===== config.mk =====
export PLATFORM = sky130hd
export DESIGN_NAME = gpio_bank
export DESIGN_NICKNAME = d
export VERILOG_FILES = /design/src/rtl/gpio_pkg.sv /design/src/rtl/gpio_addr_decode.sv /design/src/rtl/gpio_port_regs.sv /design/src/rtl/gpio_sync2.sv /design/src/rtl/gpio_bank.sv
export SDC_FILE = /design/constraint.sdc
export NUM_CORES = 1
export LEC_CHECK = 0
export BUFFER_PORTS_ARGS = -buffer_cell sky130_fd_sc_hd__buf_2
export CORE_MARGIN = 2
export CORE_UTILIZATION = 54
export DETAILED_ROUTE_END_ITERATION = 16
export GPL_TIMING_DRIVEN = 0
export PLACE_DENSITY = 0.81
export SYNTH_ARGS = -nofsm -noshare
export SYNTH_HDL_FRONTEND = slang
export SYNTH_HIERARCHICAL = 1
export SYNTH_SLANG_ARGS = --single-unit

===== constraint.sdc =====
create_clock -name clk -period 1.8 [get_ports clk]
set_clock_uncertainty 0.05 [all_clocks]
set_input_delay 0 -clock clk [delete_from_list [all_inputs] [get_ports clk]]
set_output_delay 0 -clock clk [all_outputs]
set_load 0.05 [all_outputs]

===== src/rtl/gpio_pkg.sv =====
package gpio_pkg;
    localparam int PORT_PINS = 8;
    localparam int GROUP_STEP = 16;
    localparam int PORT_STEP = 4;

    typedef enum logic [1:0] {
        GRP_CFG = 2'd0,
        GRP_OE  = 2'd1,
        GRP_OUT = 2'd2,
        GRP_IN  = 2'd3
    } grp_e;

    typedef struct packed {
        logic plain_hit;
        logic alias_hit;
        grp_e grp;
    } dec_t;
endpackage


===== src/rtl/gpio_addr_decode.sv =====
module gpio_addr_decode
    import gpio_pkg::*;
#(
    parameter int ADDR_W = 12,
    parameter int NPORTS = 4,
    parameter int BASE = 0,
    parameter int ALIAS_OFS = 'h80,
    localparam int PIDX_W = (NPORTS > 1) ? $clog2(NPORTS) : 1
) (
    input  logic [ADDR_W-1:0] addr,
    output dec_t              dec,
    output logic [PIDX_W-1:0] port
);
    always_comb begin
        dec  = '0;
        port = '0;
        for (int p = 0; p < NPORTS; p++) begin
            for (int g = 0; g < 4; g++) begin
                if (addr == ADDR_W'(BASE + g * GROUP_STEP + p * PORT_STEP)) begin
                    dec.plain_hit = 1'b1;
                    dec.grp       = grp_e'(2'(g));
                    port          = PIDX_W'(p);
                end
                if (g != 3 &&
                    addr == ADDR_W'(BASE + ALIAS_OFS + g * GROUP_STEP + p * PORT_STEP)) begin
                    dec.alias_hit = 1'b1;
                    dec.grp       = grp_e'(2'(g));
                    port          = PIDX_W'(p);
                end
            end
        end
    end
endmodule


===== src/rtl/gpio_port_regs.sv =====
module gpio_port_regs #(
    parameter int W = 8
) (
    input  logic         clk,
    input  logic         rst_n,
    input  logic         wr_cfg,
    input  logic         wr_oe,
    input  logic         wr_out,
    input  logic [W-1:0] wr_mask,
    input  logic [W-1:0] wr_val,
    output logic [W-1:0] cfg_q,
    output logic [W-1:0] oe_q,
    output logic [W-1:0] out_q
);
    function automatic logic [W-1:0] merge(input logic [W-1:0] cur,
                                           input logic [W-1:0] m,
                                           input logic [W-1:0] v);
        return (cur & ~m) | (v & m);
    endfunction

    always_ff @(posedge clk or negedge rst_n) begin
        if (!rst_n) begin
            cfg_q <= '0;
            oe_q  <= '0;
            out_q <= '0;
        end else begin
            if (wr_cfg) cfg_q <= merge(cfg_q, wr_mask, wr_val);
            if (wr_oe)  oe_q  <= merge(oe_q, wr_mask, wr_val);
            if (wr_out) out_q <= merge(out_q, wr_mask, wr_val);
        end
    end
endmodule


===== src/rtl/gpio_sync2.sv =====
module gpio_sync2 #(
    parameter int W = 32
) (
    input  logic         clk,
    input  logic         rst_n,
    input  logic [W-1:0] d,
    output logic [W-1:0] q
);
    logic [W-1:0] stage1;

    always_ff @(posedge clk or negedge rst_n) begin
        if (!rst_n) begin
            stage1 <= '0;
            q      <= '0;
        end else begin
            stage1 <= d;
            q      <= stage1;
        end
    end
endmodule


===== src/rtl/gpio_bank.sv =====
module gpio_bank
    import gpio_pkg::*;
#(
    parameter int ADDR_W = 12,
    parameter int NPORTS = 4,
    parameter int BANK_SEL = 0,
    parameter int BANK_SPAN = 'h100,
    parameter int ALIAS_OFS = 'h80,
    localparam int NPINS = NPORTS * PORT_PINS,
    localparam int BASE = BANK_SEL * BANK_SPAN,
    localparam int PIDX_W = (NPORTS > 1) ? $clog2(NPORTS) : 1
) (
    input  logic              clk,
    input  logic              rst_n,
    input  logic [ADDR_W-1:0] bus_addr,
    input  logic              bus_we,
    input  logic [31:0]       bus_wdata,
    input  logic              bus_re,
    output logic [31:0]       bus_rdata,
    input  logic [NPINS-1:0]  pad_in,
    output logic [NPINS-1:0]  pad_out,
    output logic [NPINS-1:0]  pad_oe
);
    dec_t                 dec;
    logic [PIDX_W-1:0]    port_sel;
    logic                 wr_ok;
    logic [PORT_PINS-1:0] wr_mask;
    logic [PORT_PINS-1:0] wr_val;
    logic [NPINS-1:0]     in_sync;
    logic [NPINS-1:0]     cfg_all, oe_all, out_all;
    logic [PORT_PINS-1:0] rd_byte;

    gpio_addr_decode #(
        .ADDR_W(ADDR_W), .NPORTS(NPORTS), .BASE(BASE), .ALIAS_OFS(ALIAS_OFS)
    ) u_dec (
        .addr(bus_addr), .dec(dec), .port(port_sel)
    );

    gpio_sync2 #(.W(NPINS)) u_sync (
        .clk(clk), .rst_n(rst_n), .d(pad_in), .q(in_sync)
    );

    // Writes reach only control groups; input group and unmapped space are dropped.
    always_comb begin
        wr_ok   = bus_we && ((dec.plain_hit && dec.grp != GRP_IN) || dec.alias_hit);
        wr_mask = dec.alias_hit ? bus_wdata[15:8] : '1;
        wr_val  = bus_wdata[7:0];
    end

    for (genvar p = 0; p < NPORTS; p++) begin : g_port
        logic sel;
        assign sel = wr_ok && (port_sel == PIDX_W'(p));

        gpio_port_regs #(.W(PORT_PINS)) u_regs (
            .clk    (clk),
            .rst_n  (rst_n),
            .wr_cfg (sel && dec.grp == GRP_CFG),
            .wr_oe  (sel && dec.grp == GRP_OE),
            .wr_out (sel && dec.grp == GRP_OUT),
            .wr_mask(wr_mask),
            .wr_val (wr_val),
            .cfg_q  (cfg_all[p*PORT_PINS +: PORT_PINS]),
            .oe_q   (oe_all[p*PORT_PINS +: PORT_PINS]),
            .out_q  (out_all[p*PORT_PINS +: PORT_PINS])
        );
    end

    assign pad_oe  = cfg_all & oe_all;
    assign pad_out = out_all;

    always_comb begin
        rd_byte = '0;
        if (dec.plain_hit || dec.alias_hit) begin
            unique case (dec.grp)
                GRP_CFG: rd_byte = cfg_all[port_sel*PORT_PINS +: PORT_PINS];
                GRP_OE:  rd_byte = oe_all[port_sel*PORT_PINS +: PORT_PINS];
                GRP_OUT: rd_byte = out_all[port_sel*PORT_PINS +: PORT_PINS];
                GRP_IN:  rd_byte = in_sync[port_sel*PORT_PINS +: PORT_PINS];
            endcase
        end
    end

    always_ff @(posedge clk or negedge rst_n) begin
        if (!rst_n) bus_rdata <= '0;
        else        bus_rdata <= bus_re ? {24'd0, rd_byte} : 32'd0;
    end
endmodule


==> run_results.csv <==
group,metric,value,unit
detailed_routing,vias,6032,
cells_and_area,design_area,0.0111,sq mm
global_route,gr-usage-met3,7.77,%
detailed_routing,via_per_inst,5.95,
critical_path,cpMaxStageDelayCell,"or4_4",
global_route,grt_pass1_vias,5927,
global_route,track_usage,30.6,%
place,portBuffers,135,
global_route,grt.busiest_layer,"met2",
critical_path,slowest_delay,0.61,ns
power,power_density,715,mW/mm^2
clock_network,ctsRootBufferMaster,"clkbuf_16",
critical_path,arrival,2.55,ns
global_route,grt_max_degree,110,
detailed_routing,ant_nets,0,
floorplanning,initial_core_util,54.7,%
critical_path,rrSetupSlack,0.23,ns
synthesis,yosys_register_bits,168,
synthesis,yosysMostFrequentCell,"dfrtp_1",
clock_network,cts.sinks,168,
timing,rsz0062_at_grt,"true",
detailed_routing,drc,0,
critical_path,rr_endpoint,"bus_rdata[3]$_DFF_PN0_",
power,p_int,0.00608,W
critical_path,end_kind,"register",
critical_path,cp-start-kind,"primary input",
detailed_routing,drtIter0Drc,497,
synthesis,synth_top_area_cell,"dfrtp_1",
cells_and_area,drive_gt1_share,59.1,%
power,switching_share,23.4,%
critical_path,path_common_cell,"buf_6",
global_route,grtUsageMet1,38.1,%
synthesis,synth_area,0.00753,sq mm
place,gp_congestion,0.821,
floorplanning,coreArea,0.0138,sq mm
detailed_routing,wire_per_inst,25.2,microns
place,place_area,0.00884,sq mm
critical_path,worstSetupPathType,"in -> reg",
power,leakage,5.37,nW
critical_path,crit_path_start,"bus_addr[10]",
clock_network,clkTransAtPathRegs,0.07,ns
floorplanning,die_area,0.0149,sq mm
synthesis,synthTopCellsByCount,"dfrtp_1 (168), nand2_1 (106), mux2_1 (96), buf_4 (38), and2_1 (32)",
critical_path,crit_path_max_fanout,8,
timing,hold_viol,0,
job,drv_cap,0,
status,violations,"negative setup slack",
global_route,grt_pass1_wl,33000,microns
synthesis,synth_top_area_share,55.8,%
timing,tightest_slew,0.557,ns
global_route,antenna_found_initial,0,
synthesis,seq_area_frac_synth,55.8,%
clock_network,clock_latency,0.44,ns
power,power_frac_seq,49.2,%
detailed_routing,first_pass_iters,5,
cells_and_area,antennaDiodeCount,0,
synthesis,synth_enable_flop_cells,0,
floorplanning,die_w,122,microns
floorplanning,io_pins,176,
critical_path,cp_cell_sequence,"buf_6 > or4_4 > buf_6 > a2111oi_4 > o21ai_2 > or3_4 > nor3_2 > buf_6 > nand2_2 > mux2_4",
global_route,grt-ovfl-total,0,
cells_and_area,area_growth,47.4,%
floorplanning,row_count,43,
synthesis,ys.warnings.count,6,
hold_path,hp-start,"bus_re",
clock_network,tritoncts,"built",
timing,post-route-min-period,2.28,ns
synthesis,synthArstFlopShare,100,%
clock_network,cts-buffers-inserted,17,
place,dp_hpwl,13300,microns
synthesis,synth_cells,568,
power,ir_worst_vdd,0.000583,V
power,p_switching,0.00186,W
power,combinationalPowerShare,6.8,%
synthesis,syn_area_per_cell,13.3,sq um
hold_path,min-delay-path-class,"in -> reg",
synthesis,synth_ff_type,"dfrtp_1",
timing,setup_viol,104,
timing,relSlewSlack,62.9,%
timing,report.final.slew_viol_count,0,
critical_path,cp.required,2.07,ns
synthesis,synthDistinctLibCells,39,
detailed_routing,wl,25500,microns
power,p_clk_share,44.0,%
critical_path,r2r_cells,4,
timing,period_share,127,%
cells_and_area,fin_util,80.6,%
cells_and_area,nets,902,
global_route,grt_use_met2,50.2,%
timing,setup_ws,-0.478,ns
clock_network,cts.htree.levels,4,
timing,hold_ws,0.0443,ns
status,status,"complete, but fails checks",
synthesis,synth_area_leaders,"dfrtp_1 (56%), mux2_1 (14%), mux4_2 (6.6%)",
floorplanning,fp.dieH,122,microns
timing,fmax,439,MHz
clock_network,cts_buffer_depth,2,
power by group through the flow:
| stage | combinational, W | clock [W] | sequential [W] |
|---|---|---|---|
| after floorplan | 0.000224 | 0 | 0.00395 |
| after global placement | 0.000397 | 0 | 0.00396 |
| after detailed placement | 0.000419 | 0 | 0.00397 |
| after CTS | 0.000509 | 0.00347 | 0.00390 |
| after global routing | 0.000579 | 0.00367 | 0.00391 |
| final | 0.000539 | 0.00350 | 0.00390 |
how the worst min path moves through the flow:
stage / end / slack (ns) / cells past startpoint
final: bus_rdata[4]$_DFF_PN0_ / 0.04 / 4
after detailed placement: u_sync/stage1[7]$_DFF_PN0_ / -0.03 / 1
after CTS: bus_rdata[4]$_DFF_PN0_ / 0.03 / 4
after global routing: bus_rdata[4]$_DFF_PN0_ / 0.06 / 4
after floorplan: bus_rdata[0]$_DFF_PN0_ / -0.35 / 0
after global placement: u_sync/stage1[28]$_DFF_PN0_ / 0.06 / 1
cell families after synthesis:
family | count (synthesis) | share of synthesized area [%]
multiplexers | 135 | 24.1
AO/OA/AOI/OAI | 28 | 3.49
buffers and inverters | 55 | 5.33
other | 1 | 0.0498
AND/OR/NAND/NOR | 181 | 11.3
flip-flops | 168 | 55.8
worst max-delay path: cells and delay by family:
family | cells | cell delay, ns
AOI/OAI and AO/OA | 2 | 0.47
muxes | 1 | 0.31
and+or+nand+nor | 4 | 1.27
buffers and inverters | 3 | 0.49
cells in the final DEF, fill, tap and decap left out, types with 3 or more instances in the layout:
cell type / instances
nand2_2: 40
nor2_1: 4
nor2_2: 7
mux2_4: 85
nand2_1: 24
clkbuf_8: 4
a221o_1: 4
dfrtp_1: 168
dlygate4sd3_1: 41
clkinv_2: 5
o211ai_1: 3
mux4_2: 26
buf_8: 7
mux2_1: 11
nand2b_4: 8
and2_1: 32
mux2i_1: 12
buf_4: 41
buf_2: 133
nand2_4: 42
conb_1: 24
buf_12: 12
buf_6: 25
nor3_2: 3
nor2_4: 4
inv_1: 3
a2111oi_4: 3
clkbuf_16: 18
layer usage:
metal  wire length [microns]  vias up
met1                    9490     3057
met3                    2070      125
met5                       0        -
met2                   12600      423
met4                    1410        0
li1                        -     2427
through the flow:
| step | TNS (ns) | setup slack [ns] | instances | total power, W |
|---|---|---|---|---|
| floorplan | -55.30 | -0.610 | 591 | 0.00418 |
| CTS | -28.55 | -0.359 | 997 | 0.00787 |
| detailed placement | -129.99 | -1.40 | 907 | 0.00439 |
| global route | -40.31 | -0.519 | 1013 | 0.00815 |
| global placement | -403.04 | -1.66 | 906 | 0.00436 |
| finish | -34.45 | -0.478 | 1013 | 0.00794 |
final cells by class:
| class | instances | area (sq um) |
|---|---|---|
| plain buffers | 45 | 493 |
| well taps | 180 | 225 |
| inverters | 5 | 30.0 |
| multi-input cells | 368 | 4020 |
| clock buffers | 22 | 474 |
| fillers | 691 | 2670 |
| repair buffers | 217 | 1580 |
| clock inverters | 8 | 72.6 |
| flip-flops and latches | 168 | 4200 |
timing repair:
item | in CTS | in global routing
pin swaps | 12 | 20
gates resized for setup | 102 | 162
hold buffers | 41 | 0
setup endpoints to repair | 104 | 104
setup buffers | 20 | 22
hold endpoints to repair | 187 | 0
gates cloned | 0 | 1
No activity file was read; power rests on OpenSTA's default activity.
